[src/rtl/owrom_pkg.sv]
package owrom_pkg;

    localparam int CMD_W = 8;

    typedef enum logic [7:0] {
        CMD_READ     = 8'h33,
        CMD_SKIP     = 8'hCC,
        CMD_MATCH    = 8'h55,
        CMD_SEARCH   = 8'hF0,
        CMD_RESUME   = 8'hA5,
        CMD_OD_SKIP  = 8'h3C,
        CMD_OD_MATCH = 8'h69
    } rom_cmd_e;

    typedef enum logic [2:0] {
        ST_IDLE,
        ST_CMD,
        ST_MATCH,
        ST_READ,
        ST_SRCH,
        ST_GRANT
    } net_state_e;

    typedef enum logic [1:0] {
        PH_TRUE,
        PH_COMP,
        PH_DIR
    } srch_phase_e;

    typedef struct packed {
        logic set_rc;
        logic clr_rc;
        logic set_od;
    } flag_req_t;

    typedef struct packed {
        net_state_e state;
        logic       set_od;
    } cmd_route_t;

    function automatic cmd_route_t route_cmd(input logic [CMD_W-1:0] cmd,
                                             input logic rc);
        cmd_route_t r;
        r.state  = ST_IDLE;
        r.set_od = 1'b0;
        case (cmd)
            CMD_SKIP:     r.state = ST_GRANT;
            CMD_MATCH:    r.state = ST_MATCH;
            CMD_READ:     r.state = ST_READ;
            CMD_SEARCH:   r.state = ST_SRCH;
            CMD_RESUME:   r.state = rc ? ST_GRANT : ST_IDLE;
            CMD_OD_SKIP:  begin r.state = ST_GRANT; r.set_od = 1'b1; end
            CMD_OD_MATCH: begin r.state = ST_MATCH; r.set_od = 1'b1; end
            default:      r.state = ST_IDLE;
        endcase
        return r;
    endfunction

endpackage

[src/rtl/owrom_cmd_shift.sv]
module owrom_cmd_shift #(
    parameter int W = 8
) (
    input  logic         clk,
    input  logic         rst,
    input  logic         clear,
    input  logic         shift_en,
    input  logic         bit_in,
    output logic         done,
    output logic [W-1:0] value
);
    localparam int CNT_W = (W > 1) ? $clog2(W) : 1;

    logic [W-1:0]     sreg_q;
    logic [CNT_W-1:0] cnt_q;

    assign done  = shift_en && (cnt_q == CNT_W'(W - 1));
    assign value = {bit_in, sreg_q[W-1:1]};

    always_ff @(posedge clk) begin
        if (rst || clear) begin
            sreg_q <= '0;
            cnt_q  <= '0;
        end else if (shift_en) begin
            sreg_q <= value;
            cnt_q  <= done ? '0 : cnt_q + 1'b1;
        end
    end

endmodule

[src/rtl/owrom_id_walker.sv]
module owrom_id_walker #(
    parameter int          ID_W = 64,
    parameter logic [63:0] ID   = 64'h0
) (
    input  logic                    clk,
    input  logic                    rst,
    input  logic                    clear,
    input  logic                    step,
    output logic                    cur_bit,
    output logic                    last,
    output logic [$clog2(ID_W)-1:0] idx
);
    localparam int IDX_W = $clog2(ID_W);

    logic [ID_W-1:0] code;
    assign code = ID[ID_W-1:0];

    logic [IDX_W-1:0] idx_q;

    assign idx     = idx_q;
    assign cur_bit = code[idx_q];
    assign last    = (idx_q == IDX_W'(ID_W - 1));

    always_ff @(posedge clk) begin
        if (rst || clear) begin
            idx_q <= '0;
        end else if (step && !last) begin
            idx_q <= idx_q + 1'b1;
        end
    end

endmodule

[src/rtl/owrom_flags.sv]
module owrom_flags
    import owrom_pkg::*;
(
    input  logic      clk,
    input  logic      rst,
    input  logic      long_rst,
    input  flag_req_t req,
    output logic      rc,
    output logic      od
);
    logic rc_q, od_q;

    assign rc = rc_q;
    assign od = od_q;

    always_ff @(posedge clk) begin
        if (rst) begin
            rc_q <= 1'b0;
            od_q <= 1'b0;
        end else begin
            if (req.clr_rc)      rc_q <= 1'b0;
            else if (req.set_rc) rc_q <= 1'b1;
            if (long_rst)        od_q <= 1'b0;
            else if (req.set_od) od_q <= 1'b1;
        end
    end

    // a failed comparison leaves the resume flag clear
    p_rc_cleared_r3: assert property (@(posedge clk) disable iff (rst)
        req.clr_rc |=> !rc_q);

    // a long bus reset drops overdrive
    p_od_long_reset_r7: assert property (@(posedge clk) disable iff (rst)
        long_rst |=> !od_q);

    // overdrive is sticky apart from a long reset
    p_od_sticky_r6: assert property (@(posedge clk) disable iff (rst)
        od_q && !long_rst |=> od_q);

endmodule

[src/rtl/owrom_net_layer.sv]
module owrom_net_layer
    import owrom_pkg::*;
#(
    parameter int          ID_W = 64,
    parameter logic [63:0] ID   = 64'h5A3C_0F1E_7B29_4D01
) (
    input  logic clk,
    input  logic rst,
    input  logic bus_rst_valid,
    input  logic bus_rst_long,
    input  logic rx_valid,
    input  logic rx_bit,
    input  logic rd_slot,
    output logic tx_bit,
    output logic grant,
    output logic od_mode
);
    localparam int IDX_W = $clog2(ID_W);

    net_state_e  state_q, state_d;
    srch_phase_e phase_q, phase_d;
    flag_req_t   freq;
    cmd_route_t  route;

    logic             byte_done;
    logic [CMD_W-1:0] byte_val;
    logic             shift_en;
    logic             id_bit, id_last, walk_step, walk_clear;
    logic [IDX_W-1:0] id_idx;
    logic             rc, od;

    assign shift_en   = rx_valid && !bus_rst_valid && (state_q == ST_CMD);
    assign walk_clear = bus_rst_valid || (state_q == ST_CMD);

    owrom_cmd_shift #(.W(CMD_W)) u_cmd (
        .clk      (clk),
        .rst      (rst),
        .clear    (bus_rst_valid),
        .shift_en (shift_en),
        .bit_in   (rx_bit),
        .done     (byte_done),
        .value    (byte_val)
    );

    owrom_id_walker #(.ID_W(ID_W), .ID(ID)) u_walk (
        .clk     (clk),
        .rst     (rst),
        .clear   (walk_clear),
        .step    (walk_step),
        .cur_bit (id_bit),
        .last    (id_last),
        .idx     (id_idx)
    );

    owrom_flags u_flags (
        .clk      (clk),
        .rst      (rst),
        .long_rst (bus_rst_valid && bus_rst_long),
        .req      (freq),
        .rc       (rc),
        .od       (od)
    );

    assign route = route_cmd(byte_val, rc);

    always_comb begin
        state_d   = state_q;
        phase_d   = phase_q;
        freq      = '0;
        walk_step = 1'b0;
        if (bus_rst_valid) begin
            state_d = ST_CMD;
            phase_d = PH_TRUE;
        end else begin
            case (state_q)
                ST_CMD: begin
                    if (byte_done) begin
                        state_d     = route.state;
                        freq.set_od = route.set_od;
                        phase_d     = PH_TRUE;
                    end
                end
                ST_MATCH: begin
                    if (rx_valid) begin
                        if (rx_bit != id_bit) begin
                            freq.clr_rc = 1'b1;
                            state_d     = ST_IDLE;
                        end else if (id_last) begin
                            freq.set_rc = 1'b1;
                            state_d     = ST_GRANT;
                        end else begin
                            walk_step = 1'b1;
                        end
                    end
                end
                ST_READ: begin
                    if (rd_slot) begin
                        if (id_last) state_d = ST_GRANT;
                        else         walk_step = 1'b1;
                    end
                end
                ST_SRCH: begin
                    case (phase_q)
                        PH_TRUE: if (rd_slot) phase_d = PH_COMP;
                        PH_COMP: if (rd_slot) phase_d = PH_DIR;
                        default: begin
                            if (rx_valid) begin
                                if (rx_bit != id_bit) begin
                                    freq.clr_rc = 1'b1;
                                    state_d     = ST_IDLE;
                                end else if (id_last) begin
                                    freq.set_rc = 1'b1;
                                    state_d     = ST_GRANT;
                                end else begin
                                    walk_step = 1'b1;
                                    phase_d   = PH_TRUE;
                                end
                            end
                        end
                    endcase
                end
                default: state_d = state_q;
            endcase
        end
    end

    always_ff @(posedge clk) begin
        if (rst) begin
            state_q <= ST_IDLE;
            phase_q <= PH_TRUE;
        end else begin
            state_q <= state_d;
            phase_q <= phase_d;
        end
    end

    always_comb begin
        tx_bit = 1'b1;
        if (state_q == ST_READ) begin
            tx_bit = id_bit;
        end else if (state_q == ST_SRCH) begin
            if (phase_q == PH_TRUE)      tx_bit = id_bit;
            else if (phase_q == PH_COMP) tx_bit = ~id_bit;
        end
    end

    assign grant   = (state_q == ST_GRANT);
    assign od_mode = od;

    // every bus reset takes the bus back from the memory layer
    p_reset_drops_grant_r7: assert property (@(posedge clk) disable iff (rst)
        bus_rst_valid |=> !grant);

    // Resume without the flag never grants
    p_resume_gate_r4: assert property (@(posedge clk) disable iff (rst)
        byte_done && (byte_val == CMD_RESUME) && !rc |=> !grant);

    // grant is held until the next bus reset
    p_grant_hold_r11: assert property (@(posedge clk) disable iff (rst)
        grant && !bus_rst_valid |=> grant);

    // an idle slave stays silent until a bus reset
    p_idle_silent_r10: assert property (@(posedge clk) disable iff (rst)
        (state_q == ST_IDLE) && !bus_rst_valid |=> !grant && tx_bit);

    // the command byte completes only from the collection state
    p_byte_in_cmd_r2: assert property (@(posedge clk) disable iff (rst)
        byte_done |-> (id_idx == '0));

endmodule

[config.mk]
export PLATFORM = sky130hd
export DESIGN_NAME = owrom_net_layer
export DESIGN_NICKNAME = d
export VERILOG_FILES = /design/src/rtl/owrom_pkg.sv /design/src/rtl/owrom_cmd_shift.sv /design/src/rtl/owrom_id_walker.sv /design/src/rtl/owrom_flags.sv /design/src/rtl/owrom_net_layer.sv
export SDC_FILE = /design/constraint.sdc
export NUM_CORES = 1
export LEC_CHECK = 0
export BUFFER_PORTS_ARGS = -buffer_cell sky130_fd_sc_hd__buf_4
export CAP_MARGIN = 20
export CELL_PAD_IN_SITES_DETAIL_PLACEMENT = 0
export CELL_PAD_IN_SITES_GLOBAL_PLACEMENT = 2
export CORE_ASPECT_RATIO = 0.7
export CORE_MARGIN = 5
export CORE_UTILIZATION = 36
export DETAILED_ROUTE_END_ITERATION = 10
export GPL_TIMING_DRIVEN = 0
export HOLD_SLACK_MARGIN = 0.03
export PLACE_DENSITY = 0.91
export RECOVER_POWER = 25
export REMOVE_ABC_BUFFERS = 1
export SETUP_SLACK_MARGIN = 0.4
export SYNTH_ARGS = -nofsm -noshare
export SYNTH_HDL_FRONTEND = slang
export SYNTH_SLANG_ARGS = --single-unit
[constraint.sdc]
create_clock -name clk -period 3.86 [get_ports clk]
set_input_delay 1.158 -clock clk [delete_from_list [all_inputs] [get_ports clk]]
set_output_delay 1.158 -clock clk [all_outputs]
set_load 0.01 [all_outputs]
==> flow_summary_export.csv, run 1 <==
group,metric,value,unit
power_and_ir_drop,power.density,272,nW/um^2
clocking,cts_tree,"built",
floorplan,die_h,67.7,um
critical_path,cp-start-kind,"primary input",
route,drt_iter0_drc,110,
logic_synthesis,synth_top_area_share,28.1,%
floorplan,num_rows,21,
power_and_ir_drop,power.leakage,0.588,nW
logic_synthesis,syn_area,1710,sq um
logic_synthesis,synth_cell_types,46,
clocking,cts_hold_buffers,0,
timing,finalSetupViolCount,0,
global_routing,grt_antenna_before_repair,0,
global_routing,grt.overflow.total,0,
logic_synthesis,synth-edff-count,0,
logic_synthesis,postSynthCellCount,218,
logic_synthesis,synth_top_flop_cell,"dfxtp_1",
global_routing,grt_usage,13.5,%
critical_path,worstSetupEndpointType,"flip-flop",
logic_synthesis,ys_ff_latch,24,
timing,finalSetupTns,0,ps
logic_synthesis,async_flop_share,0,%
timing,slew_headroom,46.4,%
timing,rsz0062_at_grt,"no",
timing,hold_violations,0,
placement,hpwl,2840,um
timing,post-route-period-util,82.9,%
clocking,cts_sinks,24,
cells_and_area,final_util,40.7,%
placement,gp_congestion,0.809,
route,vias,1559,
hold_path,hold_class,"flip-flop to flip-flop",
critical_path,worstPathArrival,3350,ps
flow_run,cap_violations,0,
power_and_ir_drop,ir_drop,0.0953,mV
critical_path,worstPathRequired,4010,ps
cells_and_area,syn_to_final_growth,11.3,%
clocking,ctsLongestPathBuffers,2,
route,avgRoutedWirePerCell,13.9,um
clocking,clk_latency,270,ps
route,ant_nets,0,
critical_path,crit_type,"primary input to flip-flop",
route,firstDrtPassIters,4,
timing,worst_pin_slew,800,ps
floorplan,start_util,36.5,%
clocking,clkTransAtPathRegs,90,ps
route,route.detailed.drc,0,
cells_and_area,antenna_cells,0,
placement,dpl-instance-area,1820,sq um
global_routing,grt_pass1_vias,1374,
placement,portBuffers,9,
floorplan,die-width,92.4,um
route,viasPerCell,5.57,
clocking,cts_made_buffers,3,
clocking,root_buffer,"clkbuf_8",
logic_synthesis,synth.most_common_cell,"dfxtp_1",
timing,min_period,3200,ps
clocking,htreeDepth,1,
logic_synthesis,avgSynthCellArea,7.84,sq um
logic_synthesis,synth.top_cells.by_count,"dfxtp_1, nand2_1, nor2_1",
timing,skew,8.18,ps
run_status,status,"finished, final reports clean",
floorplan,dieArea,6250,sq um
floorplan,core_area,4680,sq um
timing,final_max_slew_viol_count,0,
route,wirelength,3880,um
cells_and_area,fill_cells,507,
logic_synthesis,yosysWarnings,0,
logic_synthesis,synth_top_area_cell,"dfxtp_1",
cells_and_area,design_area,1900,sq um
logic_synthesis,synth-seq-area-share,28.1,%
critical_path,crit_fanout,7,
global_routing,grt_max_degree,18,
floorplan,ios,10,
global_routing,grt_first_pass_wirelength,6800,um
logic_synthesis,synth_area_leaders,"dfxtp_1, ha_1, a21oi_1",
timing,max_freq,312,MHz
cells_and_area,drive_gt1_share,12.1,%
cells_and_area,nNetsFinal,240,
==> worst paths after layout <==
check | from | to | slack (ps) | cells past startpoint
max | rx_bit | id_bit$_DFF_P_ | 660 | 12
min | u_cmd.cnt_q[2]$_SDFFE_PP0P_ | u_cmd.cnt_q[2]$_SDFFE_PP0P_ | 500 | 2
max reg2reg | state_q[1]$_SDFFE_PP0P_ | id_bit$_DFF_P_ | 810 | 11
min reg2reg | u_cmd.cnt_q[2]$_SDFFE_PP0P_ | u_cmd.cnt_q[2]$_SDFFE_PP0P_ | 500 | 2
==> repair_timing <==
| action | CTS | global route |
|---|---|---|
| setup buffers | 1 | 0 |
| resized for setup | 0 | 5 |
| pin swaps | 1 | 1 |
| setup endpoints to repair | 1 | 1 |
==> layer usage <==
layer  share of wire (%)  vias up  wire [um]  GRT usage (%)
met5                   0        -          0              0
met4                   0        0          0           2.22
met3                 5.6        0        219           3.34
met2                  39       44       1500           18.9
met1                  56      719       2160           20.8
li1                    -      796          -              -
==> final cells by class <==
type	count	area [sq um]	share of cell area, %
clock inverters	1	30.0	1.58
inverters	11	41.3	2.17
flip-flops and latches	24	480	25.2
repair buffers	10	67.6	3.55
clock buffers	3	41.3	2.17
well taps	57	71.3	3.75
multi-input cells	174	1170	61.5
==> where the power goes <==
part           total, mW  switching (mW)  internal [mW]
registers          0.252         0.00356          0.249
clock network      0.223          0.0846          0.139
logic             0.0416          0.0274         0.0142
==> cells by family after synthesis <==
kind of cell | synth area share (%)
AND/OR/NAND/NOR | 30.7
flip-flops | 28.1
buffers and inverters | 4.61
AO/OA/AOI/OAI | 23.1
multiplexers | 2.34
adder cells (fa/ha/maj) | 6.59
XOR/XNOR | 4.47
==> metrics by stage <==
step | std cells | total power [mW] | setup slack, ps | hold WS (ps)
3_3_place_gp | 275 | 0.299 | 12.5 | 476
5_1_grt | 280 | 0.545 | 450 | 532
3_5_place_dp | 275 | 0.299 | 19.6 | 484
2_1_floorplan | 209 | 0.281 | 565 | 461
6_report | 280 | 0.517 | 659 | 503
4_1_cts | 280 | 0.525 | 478 | 508
==> cells in the final DEF, fill, tap and decap left out, drive strengths merged, types with 5 or more instances in the layout <==
cell type,instances
nand2,23
nor2b,5
clkbuf,5
o21ai,5
nand3,20
a21oi,20
nor2,22
dfxtp,24
buf,8
xnor2,7
a31oi,6
ha,9
nor3,8
inv,11
nor3b,5
==> registers in the layout (all words and copies together), names as in the netlist <==
| register | count |
|---|---|
| u_walk.idx | 6 |
| u_cmd.sreg_q | 7 |
| phase_q | 2 |
| u_flags.od | 1 |
| id_bit | 1 |
| u_flags.rc | 1 |
| state_q | 3 |
| u_cmd.cnt_q | 3 |
==> worst max-delay path, cell delays in order <==
cell and delay, ps:
buf_4 160, xnor2_4 250, o2111ai_4 200, a211oi_4 370, mux2i_1 300, nor2_2 90, inv_1 100, ha_1 230
o21ai_1 70, o31ai_1 90, o21ai_0 220, o221ai_2 120
No activity file was read; power rests on OpenSTA's default activity.
==> run 2: changes to the inputs <==
Clock period 3.86 ns to 3.3 ns, I/O delays scaled along.
==> run 2 against run 1 <==
  * Non-clock buffer count rose by 16
  * Critical endpoint unchanged
  * Critical path type unchanged
  * Worst setup slack worse by 320 ps
  * Flip-flop and latch count is the same
  * Total power rose by 19%
  * Sequential share of layout area is 2.0 points lower
  * Clock power increased by 17%
  * Sequential power up 17%
==> flow_summary_export.csv, run 2 (same netlist as run 1, synthesis figures left out) <==
group,metric,value,unit
placement,dpl.cell_count,275,
cells_and_area,nNetsFinal,256,
critical_path,worstPathArrival,3110,ps
placement,gp_congestion,0.809,
timing,min_period,2960,ps
critical_path,crit_fanout,6,
cells_and_area,drive_gt1_share,20.1,%
power_and_ir_drop,power.leakage,0.672,nW
critical_path,reg2reg_to,"id_bit$_DFF_P_",
route,firstDrtPassIters,4,
clocking,ctsLongestPathBuffers,2,
placement,portBuffers,9,
cells_and_area,design_area,2070,sq um
route,route.detailed.drc,0,
cells_and_area,antenna_cells,0,
timing,final_max_slew_viol_count,0,
placement,dpl-instance-area,1820,sq um
floorplan,num_rows,21,
global_routing,grt_usage,14.0,%
route,vias,1632,
cells_and_area,top_register,"u_cmd.sreg_q",
timing,finalSetupTns,0,ps
power_and_ir_drop,power,0.615,mW
floorplan,core_area,4680,sq um
critical_path,ff2ff_path_depth,11,
clocking,htreeDepth,1,
power_and_ir_drop,power.density,297,nW/um^2
power_and_ir_drop,seqPwrFrac,48.1,%
hold_path,hold_class,"flip-flop to flip-flop",
clocking,cts_sinks,24,
global_routing,grt_pass1_vias,1432,
clocking,clkTransAtPathRegs,90,ps
flow_run,cap_violations,0,
power_and_ir_drop,p_clk_share,42.6,%
critical_path,worstSetupEndpointType,"flip-flop",
timing,hold_violations,0,
cells_and_area,syn_to_final_growth,21.4,%
floorplan,die_h,67.7,um
cells_and_area,final_util,44.4,%
timing,skew,9.69,ps
clocking,cts_made_buffers,3,
critical_path,r2r_slack,500,ps
power_and_ir_drop,ir_drop,0.111,mV
hold_path,hold_start,"u_cmd.cnt_q[2]$_SDFFE_PP0P_",
critical_path,cp-start-kind,"primary input",
route,viasPerCell,5.51,
clocking,clk_latency,270,ps
global_routing,grt_max_degree,18,
power_and_ir_drop,cell_internal_pwr,0.477,mW
power_and_ir_drop,switching_share,22.5,%
hold_path,min_path_cells,2,
hold_path,holdPathEnd,"u_cmd.cnt_q[2]$_SDFFE_PP0P_",
cells_and_area,fin_cells,296,
cells_and_area,fill_cells,484,
clocking,root_buffer,"clkbuf_8",
global_routing,grt.overflow.total,0,
floorplan,die-width,92.4,um
cells_and_area,largest_register_ffs,7,
run_status,status,"finished, final reports clean",
critical_path,rr_startpoint,"state_q[1]$_SDFFE_PP0P_",
global_routing,grt_first_pass_wirelength,7040,um
route,drt_iter0_drc,139,
floorplan,dieArea,6250,sq um
timing,slew_headroom,50.9,%
timing,rsz0062_at_grt,"yes",
placement,hpwl,2840,um
route,ant_nets,0,
critical_path,worstPathRequired,3450,ps
floorplan,start_util,36.5,%
power_and_ir_drop,comb_power_share,9.4,%
route,avgRoutedWirePerCell,14.1,um
timing,post-route-period-util,89.7,%
route,wirelength,4170,um
power_and_ir_drop,switchingPower,0.138,mW
timing,worst_pin_slew,735,ps
clocking,cts_hold_buffers,0,
timing,finalSetupViolCount,0,
critical_path,crit_type,"primary input to flip-flop",
floorplan,ios,10,
global_routing,grt_antenna_before_repair,0,
cells_and_area,final_cell_mix,"nand2_1, dfxtp_1, buf_4",
timing,max_freq,338,MHz
clocking,cts_tree,"built",
## run 2: changes by cell type in the layout (fill, tap and decap cells not counted), sizes merged
cell	change
buf	+16
## run 2: how the worst max path moves through the flow
stage                           endpoint  depth (start not counted)  slack (ps)     start
final                     id_bit$_DFF_P_                         11         340  rx_valid
after CTS                 id_bit$_DFF_P_                         12         420    rx_bit
after global placement    id_bit$_DFF_P_                         12        -380    rx_bit
after floorplan           id_bit$_DFF_P_                         11         170    rx_bit
after global routing      id_bit$_DFF_P_                         11         230  rx_valid
after detailed placement  id_bit$_DFF_P_                         12        -370    rx_bit
## run 2: final cells by class
cell class | instances | area [sq um] | area share [%]
Tap cell | 57 | 71.3 | 3.44
Clock buffer | 3 | 41.3 | 1.99
Multi-Input combinational cell | 174 | 1210 | 58.3
Sequential cell | 24 | 482 | 23.2
Timing Repair Buffer | 26 | 200 | 9.65
Clock inverter | 1 | 30.0 | 1.45
Inverter | 11 | 41.3 | 1.99
## run 2: what timing repair did
item,CTS,global route
gates resized for setup,8,10
setup buffers,10,7
gates cloned,0,0
pin swaps,4,7
hold endpoints to repair,0,0
endpoints found under the setup margin,1,1
## run 2: through the flow
step	hold WS, ps	setup WS, ps
floorplan	461	173
global placement	476	-379
detailed placement	484	-372
CTS	508	424
global route	532	227
finish	504	341
## run 2: critical path, cell delays in order
cell and delay (ps):
clkbuf_1 280, o2111ai_4 220, a211oi_4 410, mux2i_2 300, nor2_2 80, inv_2 100
ha_4 130, o21a_1 150, mux2i_1 90, xnor2_1 220, o221ai_2 130
## run 2: metal layers
layer	global-route usage, %	up-vias	share of wire (%)
met1	21.1	760	56
met2	20.3	37	39
li1	-	831	-
met5	0	-	0
met3	3.34	4	4.7
met4	2.22	0	0.48
## run 2: power groups by stage
stage / logic, mW / registers (mW) / clock network (mW)
4_1_cts: 0.0512 / 0.295 / 0.271
6_report: 0.0576 / 0.296 / 0.262
3_5_place_dp: 0.0473 / 0.302 / 0
3_3_place_gp: 0.0477 / 0.302 / 0
2_1_floorplan: 0.0277 / 0.301 / 0
5_1_grt: 0.0628 / 0.297 / 0.287
